==> src/rtl/nvsram_xfer_ctrl.sv <==
module nvsram_xfer_ctrl #(
  parameter int ADDR_W        = 15,
  parameter int STORE_CYCLES  = 2000,
  parameter int RECALL_CYCLES = 40,
  parameter logic [ADDR_W-1:0] SEQ_A0  = 15'h0E38,
  parameter logic [ADDR_W-1:0] SEQ_A1  = 15'h31C7,
  parameter logic [ADDR_W-1:0] SEQ_A2  = 15'h03E0,
  parameter logic [ADDR_W-1:0] SEQ_A3  = 15'h3C1F,
  parameter logic [ADDR_W-1:0] SEQ_A4  = 15'h303F,
  parameter logic [ADDR_W-1:0] SEQ_STO = 15'h0FC0,
  parameter logic [ADDR_W-1:0] SEQ_REC = 15'h0C63
) (
  input  logic              clk,
  input  logic              rst_n,
  input  logic              ce_n,
  input  logic              we_n,
  input  logic [ADDR_W-1:0] addr,
  input  logic              vcc_ok,
  output logic              busy,
  output logic              wr_block,
  output logic              done_store,
  output logic              done_recall
);
  localparam int MAXC  = (STORE_CYCLES > RECALL_CYCLES) ? STORE_CYCLES : RECALL_CYCLES;
  localparam int CNT_W = $clog2(MAXC) + 1;
  localparam logic [CNT_W-1:0] STO_LOAD = CNT_W'(STORE_CYCLES - 1);
  localparam logic [CNT_W-1:0] REC_LOAD = CNT_W'(RECALL_CYCLES - 1);

  logic              ce_q, vcc_q, dirty, kind_sto, pend_sto, pend_rec, last_v;
  logic [2:0]        step;
  logic [ADDR_W-1:0] last_a;
  logic [CNT_W-1:0]  cnt;

  function automatic logic [ADDR_W-1:0] seq_at(input logic [2:0] s);
    case (s)
      3'd0:    return SEQ_A0;
      3'd1:    return SEQ_A1;
      3'd2:    return SEQ_A2;
      3'd3:    return SEQ_A3;
      default: return SEQ_A4;
    endcase
  endfunction

  wire ce_fall  = ce_q & ~ce_n & ~busy;
  wire rd_fall  = ce_fall & we_n;
  wire wr_ok    = ce_fall & ~we_n & vcc_ok;
  wire rep      = last_v && (addr == last_a);
  wire fin      = rd_fall & ~rep & (step == 3'd5);
  wire sw_sto   = fin & (addr == SEQ_STO);
  wire sw_rec   = fin & (addr == SEQ_REC);
  wire vrise    = vcc_ok & ~vcc_q;
  wire vfall    = ~vcc_ok & vcc_q;
  wire want_sto = (pend_sto | (vfall & dirty)) & ~vcc_ok;
  wire want_rec = (pend_rec | vrise) & vcc_ok;
  wire go_sto   = ~busy & (want_sto | (sw_sto & vcc_ok & ~want_rec));
  wire go_rec   = ~busy & ~want_sto & (want_rec | sw_rec);
  wire last_cyc = busy && (cnt == '0);

  assign wr_block = busy | ~vcc_ok;

  always_ff @(posedge clk or negedge rst_n) begin
    if (!rst_n) begin
      ce_q <= 1'b1;  vcc_q <= 1'b0;  dirty <= 1'b0;
      pend_sto <= 1'b0;  pend_rec <= 1'b0;
      busy <= 1'b0;  kind_sto <= 1'b0;  cnt <= '0;
      done_store <= 1'b0;  done_recall <= 1'b0;
    end else begin
      ce_q     <= ce_n;
      vcc_q    <= vcc_ok;
      pend_sto <= want_sto & ~go_sto;
      pend_rec <= want_rec & ~go_rec;
      if (last_cyc)   dirty <= 1'b0;
      else if (wr_ok) dirty <= 1'b1;
      done_store  <= last_cyc & kind_sto;
      done_recall <= last_cyc & ~kind_sto;
      if (go_sto | go_rec) begin
        busy     <= 1'b1;
        kind_sto <= go_sto;
        cnt      <= go_sto ? STO_LOAD : REC_LOAD;
      end else if (last_cyc) begin
        busy <= 1'b0;
      end else if (busy) begin
        cnt <= cnt - 1'b1;
      end
    end
  end

  always_ff @(posedge clk or negedge rst_n) begin
    if (!rst_n) begin
      step <= '0;  last_a <= '0;  last_v <= 1'b0;
    end else if (go_sto | go_rec) begin
      step <= '0;  last_v <= 1'b0;
    end else if (rd_fall) begin
      last_a <= addr;
      last_v <= 1'b1;
      if (rep || step == 3'd5)        step <= '0;
      else if (addr == seq_at(step))  step <= step + 3'd1;
      else                            step <= '0;
    end
  end

  // a running transfer is never cut short
  p_hold_r4: assert property (@(posedge clk) disable iff (!rst_n)
    busy && cnt != '0 |=> busy);

  p_rise_recall_r7: assert property (@(posedge clk) disable iff (!rst_n)
    $rose(vcc_ok) && !busy |=> busy && !kind_sto);

  p_done_kind_r10: assert property (@(posedge clk) disable iff (!rst_n)
    $fell(busy) |-> (done_store ^ done_recall));
  p_done_idle_r10: assert property (@(posedge clk) disable iff (!rst_n)
    (done_store || done_recall) |-> !busy && $past(busy));

  p_dirty_src_r9: assert property (@(posedge clk) disable iff (!rst_n)
    $rose(dirty) |-> $past(vcc_ok && !busy));
  // a store begun with the supply low is always the automatic one
  p_store_inh_r6: assert property (@(posedge clk) disable iff (!rst_n)
    $rose(busy) && kind_sto && !$past(vcc_ok) |-> $past(pend_sto || vcc_q));
endmodule

==> config.mk <==
export PLATFORM = sky130hd
export DESIGN_NAME = nvsram_xfer_ctrl
export DESIGN_NICKNAME = d
export VERILOG_FILES = /design/src/rtl/nvsram_xfer_ctrl.sv
export SDC_FILE = /design/constraint.sdc
export NUM_CORES = 1
export LEC_CHECK = 0
export BUFFER_PORTS_ARGS = -buffer_cell sky130_fd_sc_hd__buf_2
export CAP_MARGIN = 20
export CORE_ASPECT_RATIO = 0.6
export CORE_UTILIZATION = 59
export DETAILED_ROUTE_END_ITERATION = 12
export PLACE_DENSITY = 0.81
export SKIP_LAST_GASP = 1
export SLEW_MARGIN = 10
export SYNTH_ARGS = -nofsm -noshare
export SYNTH_HDL_FRONTEND = slang
export SYNTH_SLANG_ARGS = --single-unit
==> constraint.sdc <==
create_clock -name clk -period 3.1 [get_ports clk]
set_clock_uncertainty 0.2 [all_clocks]
set_input_delay 0.155 -clock clk [delete_from_list [all_inputs] [get_ports clk]]
set_output_delay 0.155 -clock clk [all_outputs]
set_load 0.05 [all_outputs]
==> results.ini <==
[sta]
drv_slew = 0
fin_crit_ns = 2.913
hold_viol_final = 0
rsz0062_at_grt = false
period_share_pct = 93.97
worst_pin_slew_ns = 0.8812
relSlewSlack_pct = 41.25
tns_ns = 0
max_freq_mhz = 343.3
finalSetupViolations = 0

[setup_path]
worstReg2RegEnd = last_a[1]$_DFFE_PN0P_
worstPathRequired_ns = 3.09
path_class = in2reg
cp_num_buf_inv = 2
r2r_start = step[0]$_DFFE_PN0P_
endpoint_kind = flip-flop
cp_max_fo = 15
r2r_slack_ns = 0.33
endpoint = last_a[1]$_DFFE_PN0P_
ff2ff_path_depth = 6
crit_family = simple AND/OR/NAND/NOR gates
worstPathCellList = dlygate4sd3_1 > buf_2 > or3_1 > or4_4 > a2111o_1 > nand3b_4 > mux2_2
cp-start-kind = input pin
cp_slowest_cell = or4_4
critPathLaunch = addr[2]
worstSetupPathDepth = 7
crit_path_max_incr_delay_ns = 0.55
cp.arrival_ns = 2.91

[die]
rows = 17
fp.dieH_um = 50.89
die_w_um = 83.47
dieArea_um2 = 4247
start_util_pct = 62.77
pin_count = 24
core_region_area_um2 = 3744

[grt]
gr-usage-all-layers_pct = 27.30
antenna_found_initial = 0
grt_max_degree = 41
grt_pass1_vias = 1796
grt_pass1_wl_mm = 8.776
overflow = 0

[cts]
cts_sinks = 40
cts_tree = yes
cts_htree_levels = 2
cts.root.buffer_cell = clkbuf_8
cts.path.max_buffers = 2
path_clk_slew_ns = 0.09
cts_buffers = 5
clk_latency_ns = 0.31
post_cts_buffers = 0

[placement]
gp_congestion = 0.9016
port_buffers = 23
dp_hpwl_mm = 3.461

[finish]
top_regs = last_a x15, cnt x12, step x3
final_cell_mix = dfrtp_1 (39), buf_2 (23), dlygate4sd3_1 (19)
largest-register = last_a
final_common_cell = dfrtp_1
drive_above_1_share_pct = 22.76
diodes = 0
nNetsFinal = 293
finalCoreUtilization_pct = 74.63
areaGrowthSynthToFinish_pct = 18.90
largest_register_ffs = 15

[routing]
via_count = 1821
drc = 0
initialDrtViolationCount = 133
ant_nets = 0
routedWlPerCell_um = 16.08
viasPerCell = 5.781
first_pass_iters = 4
finalWirelength_mm = 5.066

[logic_synthesis]
ys.flop_type = dfrtp_1
syn_area_um2 = 2350
synth-edff-count = 0
yosysSeqAreaShare_pct = 42.65
syn-num-nets = 249
yosys_warnings = 0
synth_seq_cells = 40
synth.distinct_cells = 50
synthArstFlopShare_pct = 100.0
synthCells = 223
avgSynthCellArea_um2 = 10.54

[status]
status = finished, final reports clean

[power_and_ir_drop]
ir_drop_uv = 362.5
p_per_area_nw_per_um2 = 423.0
p_leak_nw = 1.253

[min_path]
min_from = kind_sto$_DFFE_PN0P_
hold_class = reg2reg

[flow_run]
cap_violations = 0

## stage by stage
stage / instance area [um2] / setup slack [ns] / total power [W] / cells / hold WS (ns)
after global routing: 2794 / 0.1478 / 0.001239 / 315 / 0.2775
final: 2794 / 0.1869 / 0.001182 / 315 / 0.2539
after global placement: 2489 / 0.4319 / 0.0007195 / 288 / 0.07978
after CTS: 2794 / 0.2332 / 0.001189 / 315 / 0.2583
after floorplan: 2350 / 0.5462 / 0.0006738 / 223 / -0.3406
after detailed placement: 2489 / 0.3529 / 0.0007236 / 288 / 0.08238
## layout make-up
cell class,instances,area [um2]
Multi-Input combinational cell,167,1264
Sequential cell,40,1002
Fill cell,256,949.7
Timing Repair Buffer,44,320.3
Clock buffer,5,68.82
Tap cell,47,58.81
Clock inverter,3,46.29
Inverter,9,33.78
## cells in the mapped netlist (5+ instances only)
cell / n / share of area [%]
nor2_1: 14 / 2.2
a21oi_1: 7 / 1.5
nor3_1: 8 / 1.7
ha_1: 6 / 3.2
xor2_1: 5 / 1.9
dfrtp_1: 39 / 42
inv_1: 9 / 1.4
mux2_4: 10 / 6.4
mux2_2: 6 / 2.9
xnor2_1: 18 / 6.7
nand4_1: 5 / 1.3
nand2b_1: 5 / 1.3
nand2_1: 15 / 2.4
o21ai_0: 7 / 1.5
## routing by layer
layer / vias up / track usage, % / share of wire (%)
met5: - / 0 / 0
met4: 0 / 11.30 / 1.9
met2: 72 / 37.70 / 41
li1: 888 / - / -
met3: 9 / 7.270 / 7.2
met1: 852 / 40.62 / 50
## worst min-delay path by stage
stage / endpoint / cells past startpoint
after detailed placement: ce_q$_DFF_PN1_ / 1
after floorplan: busy$_DFFE_PN0P_ / 0
after global placement: ce_q$_DFF_PN1_ / 1
after global routing: done_recall$_DFF_PN0_ / 1
final: done_recall$_DFF_PN0_ / 1
after CTS: done_recall$_DFF_PN0_ / 1
## cells by family after synthesis
| kind of cell | synth area share (%) |
|---|---|
| simple gates | 20.07 |
| xor+xnor | 8.573 |
| flops | 42.65 |
| fa+ha+maj | 3.195 |
| buf+inv | 3.567 |
| mux | 10.54 |
| compound gates | 11.39 |
## where the power goes
part / internal, W / switching [W] / leakage [nW]
Combinational: 0.0000752 / 0.0000691 / 0.686
Sequential: 0.000550 / 0.0000412 / 0.512
Clock: 0.000243 / 0.000204 / 0.0548
## timing repair
| action | 4_1_cts | 5_1_grt |
|---|---|---|
| hold endpoints to repair | 58 | 0 |
| setup endpoints to repair | 0 | 0 |
| gates resized for setup | 0 | 0 |
| hold buffers | 19 | 0 |
## worst register-to-register path, delay by kind of cell (launching register included)
family                     cells  cell delay (ns)
and+or+nand+nor                3             0.93
DFF                            1             0.48
AOI/OAI and AO/OA              1             0.44
muxes                          1             0.38
adders and majority gates      1             0.22
(Power assumes the default switching activity.)
